[config.mk]
export PLATFORM = sky130hd
export DESIGN_NAME = led_blink
export DESIGN_NICKNAME = d
export VERILOG_FILES = /design/src/rtl/led_blink_pkg.sv /design/src/rtl/led_prescaler.sv /design/src/rtl/led_waveform.sv /design/src/rtl/led_autostop.sv /design/src/rtl/led_blink.sv
export SDC_FILE = /design/constraint.sdc
export NUM_CORES = 1
export LEC_CHECK = 0
export BUFFER_PORTS_ARGS = -buffer_cell sky130_fd_sc_hd__buf_2
export CORE_MARGIN = 5
export CORE_UTILIZATION = 50
export DETAILED_ROUTE_END_ITERATION = 10
export PLACE_DENSITY = 0.69
export SETUP_SLACK_MARGIN = 0.02
export SLEW_MARGIN = 20
export SYNTH_ARGS = -nofsm -noshare
export SYNTH_HDL_FRONTEND = slang
export SYNTH_SLANG_ARGS = --single-unit
[constraint.sdc]
create_clock -name clk_i -period 5.3 [get_ports clk_i]
set_input_delay 0.53 -clock clk_i [delete_from_list [all_inputs] [get_ports clk_i]]
set_output_delay 0.53 -clock clk_i [all_outputs]
set_load 0.005 [all_outputs]
[src/rtl/led_blink_pkg.sv]
package led_blink_pkg;
  localparam int unsigned RATE_W   = 4;
  localparam int unsigned RATE_MAX = 13;
  localparam int unsigned PER_W    = 12;
  localparam int unsigned STOP_W   = 16;
  localparam int unsigned DATA_W   = 16;

  typedef enum logic [1:0] {
    REG_CTRL  = 2'd0,
    REG_PER   = 2'd1,
    REG_DUTY  = 2'd2,
    REG_COUNT = 2'd3
  } reg_sel_e;

  typedef struct packed {
    logic              irq_mask;
    logic              auto_en;
    logic              run;
    logic [RATE_W-1:0] rate;
  } ctrl_t;

  function automatic logic [RATE_W-1:0] clamp_rate(input logic [RATE_W-1:0] r);
    return (r > RATE_W'(RATE_MAX)) ? RATE_W'(RATE_MAX) : r;
  endfunction
endpackage

[src/rtl/led_prescaler.sv]
module led_prescaler #(
  parameter int unsigned RATE_W   = 4,
  parameter int unsigned RATE_MAX = 13
) (
  input  logic              clk_i,
  input  logic              rst_ni,
  input  logic              run_i,
  input  logic [RATE_W-1:0] rate_i,
  output logic              tick_o
);
  localparam int unsigned PRE_W = RATE_MAX;

  logic [PRE_W-1:0] cnt_q;
  logic [PRE_W-1:0] mask;

  // rate 0 -> full mask (slowest), rate RATE_MAX -> every cycle
  assign mask   = {PRE_W{1'b1}} >> rate_i;
  assign tick_o = run_i && ((cnt_q & mask) == mask);

  always_ff @(posedge clk_i or negedge rst_ni) begin
    if (!rst_ni)     cnt_q <= '0;
    else if (!run_i) cnt_q <= '0;
    else             cnt_q <= cnt_q + 1'b1;
  end


  rate_in_range_chk: assert property (@(posedge clk_i) disable iff (!rst_ni)
    rate_i <= RATE_W'(RATE_MAX));
endmodule

[src/rtl/led_waveform.sv]
module led_waveform #(
  parameter int unsigned PER_W = 12
) (
  input  logic             clk_i,
  input  logic             rst_ni,
  input  logic             run_i,
  input  logic             tick_i,
  input  logic [PER_W-1:0] period_i,
  input  logic [PER_W-1:0] duty_i,
  output logic             led_o,
  output logic             period_done_o
);
  logic [PER_W-1:0] pc_q;
  logic             last;

  // period 0 acts as 1
  assign last          = ({1'b0, pc_q} + 1'b1) >= {1'b0, period_i};
  assign period_done_o = tick_i && last;
  assign led_o         = run_i && (pc_q < duty_i);

  always_ff @(posedge clk_i or negedge rst_ni) begin
    if (!rst_ni)     pc_q <= '0;
    else if (!run_i) pc_q <= '0;
    else if (tick_i) pc_q <= last ? '0 : pc_q + 1'b1;
  end


  wrap_to_zero_chk: assert property (@(posedge clk_i) disable iff (!rst_ni)
    period_done_o |=> (pc_q == '0));
endmodule

[src/rtl/led_autostop.sv]
module led_autostop #(
  parameter int unsigned STOP_W = 16
) (
  input  logic              clk_i,
  input  logic              rst_ni,
  input  logic              wr_cnt_i,
  input  logic [STOP_W-1:0] wdata_i,
  input  logic              run_i,
  input  logic              auto_en_i,
  input  logic              irq_mask_i,
  input  logic              period_done_i,
  output logic [STOP_W-1:0] cnt_o,
  output logic              stop_o,
  output logic              irq_o
);
  logic [STOP_W-1:0] cnt_q;
  logic              irq_q;
  logic              step;

  assign step   = period_done_i && run_i && auto_en_i;
  assign stop_o = step && (cnt_q <= STOP_W'(1));
  assign cnt_o  = cnt_q;
  assign irq_o  = irq_q;

  always_ff @(posedge clk_i or negedge rst_ni) begin
    if (!rst_ni) begin
      cnt_q <= '0;
      irq_q <= 1'b0;
    end else begin
      irq_q <= stop_o && !irq_mask_i;
      if (wr_cnt_i)    cnt_q <= wdata_i;
      else if (stop_o) cnt_q <= '0;
      else if (step)   cnt_q <= cnt_q - 1'b1;
    end
  end


  count_no_rise_chk: assert property (@(posedge clk_i) disable iff (!rst_ni)
    !wr_cnt_i |=> cnt_q <= $past(cnt_q));

  irq_single_pulse_chk: assert property (@(posedge clk_i) disable iff (!rst_ni)
    irq_q |=> !irq_q);
endmodule

[src/rtl/led_blink.sv]
module led_blink
  import led_blink_pkg::*;
#(
  parameter int unsigned ADDR_W = 4
) (
  input  logic              clk_i,
  input  logic              rst_ni,
  input  logic              wr_en_i,
  input  logic [ADDR_W-1:0] addr_i,
  input  logic [DATA_W-1:0] wdata_i,
  output logic [DATA_W-1:0] rdata_o,
  output logic              led_o,
  output logic              irq_o
);
  ctrl_t             ctrl_q;
  logic [PER_W-1:0]  period_q, duty_q;
  logic [STOP_W-1:0] cnt;
  logic              aligned, tick, period_done, stop;
  reg_sel_e          sel;

  assign aligned = (addr_i[1:0] == 2'b00);
  assign sel     = reg_sel_e'(addr_i[3:2]);

  always_ff @(posedge clk_i or negedge rst_ni) begin
    if (!rst_ni) begin
      ctrl_q   <= '0;
      period_q <= '0;
      duty_q   <= '0;
    end else begin
      if (wr_en_i && aligned && sel == REG_CTRL) begin
        ctrl_q.rate     <= clamp_rate(wdata_i[RATE_W-1:0]);
        ctrl_q.run      <= wdata_i[RATE_W];
        ctrl_q.auto_en  <= wdata_i[RATE_W+1];
        ctrl_q.irq_mask <= wdata_i[RATE_W+2];
      end else if (stop) begin
        ctrl_q.run <= 1'b0;
      end
      if (wr_en_i && aligned && sel == REG_PER)  period_q <= wdata_i[PER_W-1:0];
      if (wr_en_i && aligned && sel == REG_DUTY) duty_q   <= wdata_i[PER_W-1:0];
    end
  end

  always_comb begin
    rdata_o = '0;
    if (aligned) begin
      unique case (sel)
        REG_CTRL:  rdata_o = DATA_W'(ctrl_q);
        REG_PER:   rdata_o = DATA_W'(period_q);
        REG_DUTY:  rdata_o = DATA_W'(duty_q);
        REG_COUNT: rdata_o = DATA_W'(cnt);
        default:   rdata_o = '0;
      endcase
    end
  end

  led_prescaler #(.RATE_W(RATE_W), .RATE_MAX(RATE_MAX)) u_pre (
    .clk_i, .rst_ni, .run_i(ctrl_q.run), .rate_i(ctrl_q.rate), .tick_o(tick)
  );

  led_waveform #(.PER_W(PER_W)) u_wave (
    .clk_i, .rst_ni, .run_i(ctrl_q.run), .tick_i(tick),
    .period_i(period_q), .duty_i(duty_q),
    .led_o, .period_done_o(period_done)
  );

  led_autostop #(.STOP_W(STOP_W)) u_stop (
    .clk_i, .rst_ni,
    .wr_cnt_i(wr_en_i && aligned && sel == REG_COUNT),
    .wdata_i(wdata_i[STOP_W-1:0]),
    .run_i(ctrl_q.run), .auto_en_i(ctrl_q.auto_en), .irq_mask_i(ctrl_q.irq_mask),
    .period_done_i(period_done),
    .cnt_o(cnt), .stop_o(stop), .irq_o
  );


  dark_when_off_chk: assert property (@(posedge clk_i) disable iff (!rst_ni)
    !ctrl_q.run |-> !led_o);

  stop_clears_run_chk: assert property (@(posedge clk_i) disable iff (!rst_ni)
    (stop && !(wr_en_i && aligned && sel == REG_CTRL)) |=> !ctrl_q.run);
endmodule

==> results by group <==
Floorplanning
  • Die Y: about 110 µm
  • I/O Pins: 41
  • Die Area: 11,200 µm²
  • Die extent in x: 106 µm
  • Row count: 35
  • Initial Util: between 50% and 60%
  • Core outline area: 9110 µm²

Place
  • Placed Area: 4870 µm²
  • Port buffer count: 40
  • GPL Wtd Cong: a little under 0.9
  • Hpwl dp: roughly 8000 µm
  • Number of instances in the placed design: 628

Synthesis
  • Post-synthesis average cell area: 9.30 µm²
  • Cell count after synthesis: between 400 and 500
  • Cell Area, Synth: 4590 µm²
  • Synthesized Nets: ~540
  • Sequential area share after synthesis: 39.8%
  • Synth warnings: 0
  • Async S/R FF share, synth: between 90% and 100%
  • EDFF count, synth: 0
  • Main synth FF type: dfrtp_1
  • Synth unique cells: 51
  • FF+latch count, synth: 73

STA
  • RSZ-0062 raised after global routing: no
  • Worst slew pin tran: roughly 1.0 ns
  • Min Tclk post-route: 4.44 ns
  • Final setup fails: 0
  • Slew Viols, Final: 0
  • Hold Violations, Final: 0
  • Fin crit share: between 80% and 90%
  • Max Fclk: 225 MHz
  • Final TNS setup: 0 ns
  • Hold Worst Slack: around 0.38 ns
  • Slew headroom: between 30% and 40%
  • Clk_skew: approximately 0.012 ns

Route
  • Starting DRT DRC Count: approximately 200
  • Via count: 3,818
  • Routed wire per std cell: roughly 17 µm
  • Residual DRC: 0
  • Antenna-violating nets left: 0
  • Final wirelength: 11,100 µm
  • Vias per inst: 5.93
  • Drt first pass iters: 5

Finish
  • Design area: 5050 µm²
  • Commonest non-fill, non-tap cell in the layout: dfrtp_1
  • Number of diodes: 0
  • Fraction of layout cells with a size suffix above 1: approximately a fifth
  • Fin nets: 578
  • Most frequent cells in the layout: dfrtp_1, nand2_1, nor2_1, buf_2, inv_1
  • Area delta synth->final: 9.89%
  • Non-filler cells, final: 644

Power and ir drop
  • Int Power: 0.989 mW
  • NetSw: 0.496 mW
  • Pwr Density: 294 nW/µm²
  • Clock share of power: 26.6%
  • Peak supply drop: 136 µV
  • Sequential power share: 50.1%
  • Switching Fraction: 33.4%
  • Leakage Power: 2.25 nW
  • Gate power share: a little under a quarter

Critical path
  • Setup crit end kind: flop
  • Crit-path cells: ha_1, nand3_1, nor2_1, nand2_1, nor3_1, xnor2_1, ha_1, nand3_1, o311ai_1, nor3b_2, nand3_1, o41ai_1
  • Critical Path RT: approximately 5.6 ns
  • Critical path's most frequent cell: nand3_1
  • Critical path data arrival time: roughly 4.7 ns
  • Worst-path maximum fanout: 8
  • CP top delay family: simple AND/OR/NAND/NOR gates
  • CP startpoint kind: flop
  • Reg2reg setup slack: 0.86 ns
  • Buf+Inv Stages, Crit Path: 0
  • Max incr delay on CP: approximately 0.83 ns
  • Slowest CP cell: o311ai_1
  • Crit Path Class: reg -> reg

CTS
  • Post-CTS Resized: 0
  • Setup repair bufs after CTS: 0
  • CTS Sinks: 73
  • CTS H-tree depth: 3
  • Worst-path clk slew: around 0.08 ns
  • CTS Hold Bufs: 0
  • CTS Buffer Depth: 2
  • Worst-Skew Late Latency: approximately 0.35 ns
  • Root Buffer: clkbuf_8
  • CTS tree: yes
  • CTS Buf Count: 9

Status
  • Status: completed

Global routing
  • Total GRT Usage: 20.5%
  • Largest net degree at the start of global routing: 74
  • Number of global-route vias before repair: approximately 3,700
  • Total grt overflow: 0
  • Antenna violations before repair: 0
  • First-pass GRT wire length: 18,500 µm

Flow run
  • Total of max-cap violations: 0

Min path
  • Min-delay worst type: in -> reg
-- Yosys cell counts (2+ instances only) --
master      n  area share [%]
a211oi_1    2            0.33
a21oi_1    19             2.1
a22o_1      2            0.38
a22oi_1     5            0.82
a31oi_1     7            0.95
and2_1     13             1.8
and3_1      2            0.27
buf_1       2            0.16
buf_2       2            0.22
clkbuf_1   15             1.2
dfrtp_1    73              40
ha_1       27             7.4
inv_1      37             3.0
mux2_2     26             6.4
mux2i_1     9             2.0
mux4_2      7             3.4
nand2_1    47             3.8
nand2b_1    2            0.27
nand3_1    18             2.0
nand4_1     7            0.95
nor2_1     40             3.3
nor2b_1     4            0.54
nor3_1     15             1.6
nor4_1      4            0.54
o211ai_1    8             1.3
o21a_1      2            0.33
o21ai_0    34             3.7
o22ai_1     3            0.41
o2bb2ai_1   4            0.76
o31ai_1     7             1.1
or2_2       3            0.41
or3_1       7            0.95
or4_1       5            0.82
xnor2_1    12             2.3
xor2_1      8             1.5
-- state kept, by name, indices dropped and copies added (netlist names) --
| register | flops |
|---|---|
| u_stop.cnt_o | 16 |
| duty_q | 12 |
| ctrl_q | 7 |
| u_stop.irq_o | 1 |
| u_wave.pc_q | 12 |
| period_q | 12 |
| u_pre.cnt_q | 13 |
-- final timing paths --
kind,to,startpoint,depth (start not counted)
worst max-delay path,u_stop.cnt_o[10],u_wave.pc_q[0],12
worst min-delay path,u_stop.cnt_o[12],wdata_i[12],3
max in group asynchronous,u_wave.pc_q[2],rst_ni,2
worst max register to register,u_stop.cnt_o[10],u_wave.pc_q[0],12
min in group asynchronous,u_pre.cnt_q[9],rst_ni,2
worst min register to register,u_stop.irq_o,ctrl_q[6],1
-- power by group through the flow --
stage               Clock (mW)  Sequential (mW)  Combinational (mW)
global route             0.421            0.758               0.392
floorplan                    0            0.707               0.267
detailed placement           0            0.754               0.345
global placement             0            0.749               0.337
CTS                      0.399            0.743               0.349
finish                   0.395            0.744               0.346
-- cells by family after synthesis --
kind of cell	Yosys count	share of synthesized area, %
and+or+nand+nor	171	18.1
DFF	73	39.8
buffers and inverters	58	5.04
xor gates and xnor gates	20	3.81
AOI/OAI and AO/OA	102	13.9
muxes	42	11.8
adders and majority gates	28	7.57
-- cell type report --
cell class	count	area, µm²
clock inverter	5	31.3
clock buffer	11	141
inverter	37	139
tap	111	139
sequential	73	1830
timing repair buffer	44	230
fill	845	4060
multi-input combinational	363	2540
-- metrics by stage --
step           setup WS (ns)  utilization, %  power, mW
4_1_cts                0.898            55.4       1.49
2_1_floorplan           1.67               -      0.974
5_1_grt                0.551            55.4       1.57
3_5_place_dp           0.894            53.5       1.10
6_report               0.864            55.4       1.49
3_3_place_gp            1.09            53.5       1.09
-- layer usage --
metal / vias up / share of wire (%) / global-route usage [%]
li1: 1837 / - / -
met1: 1868 / 48 / 28.8
met2: 96 / 45 / 32.2
met3: 17 / 5.3 / 4.16
met4: 0 / 1.8 / 6.11
met5: - / 0 / 0
-- worst reg2reg max path: cells and delay by family (launching register included) --
kind | cells | cell delay, ns
compound gates | 2 | 1.21
xor+xnor | 1 | 0.12
fa+ha+maj | 2 | 0.59
flops | 1 | 0.47
simple gates | 7 | 1.94
Power figures use the tool's default switching activity.
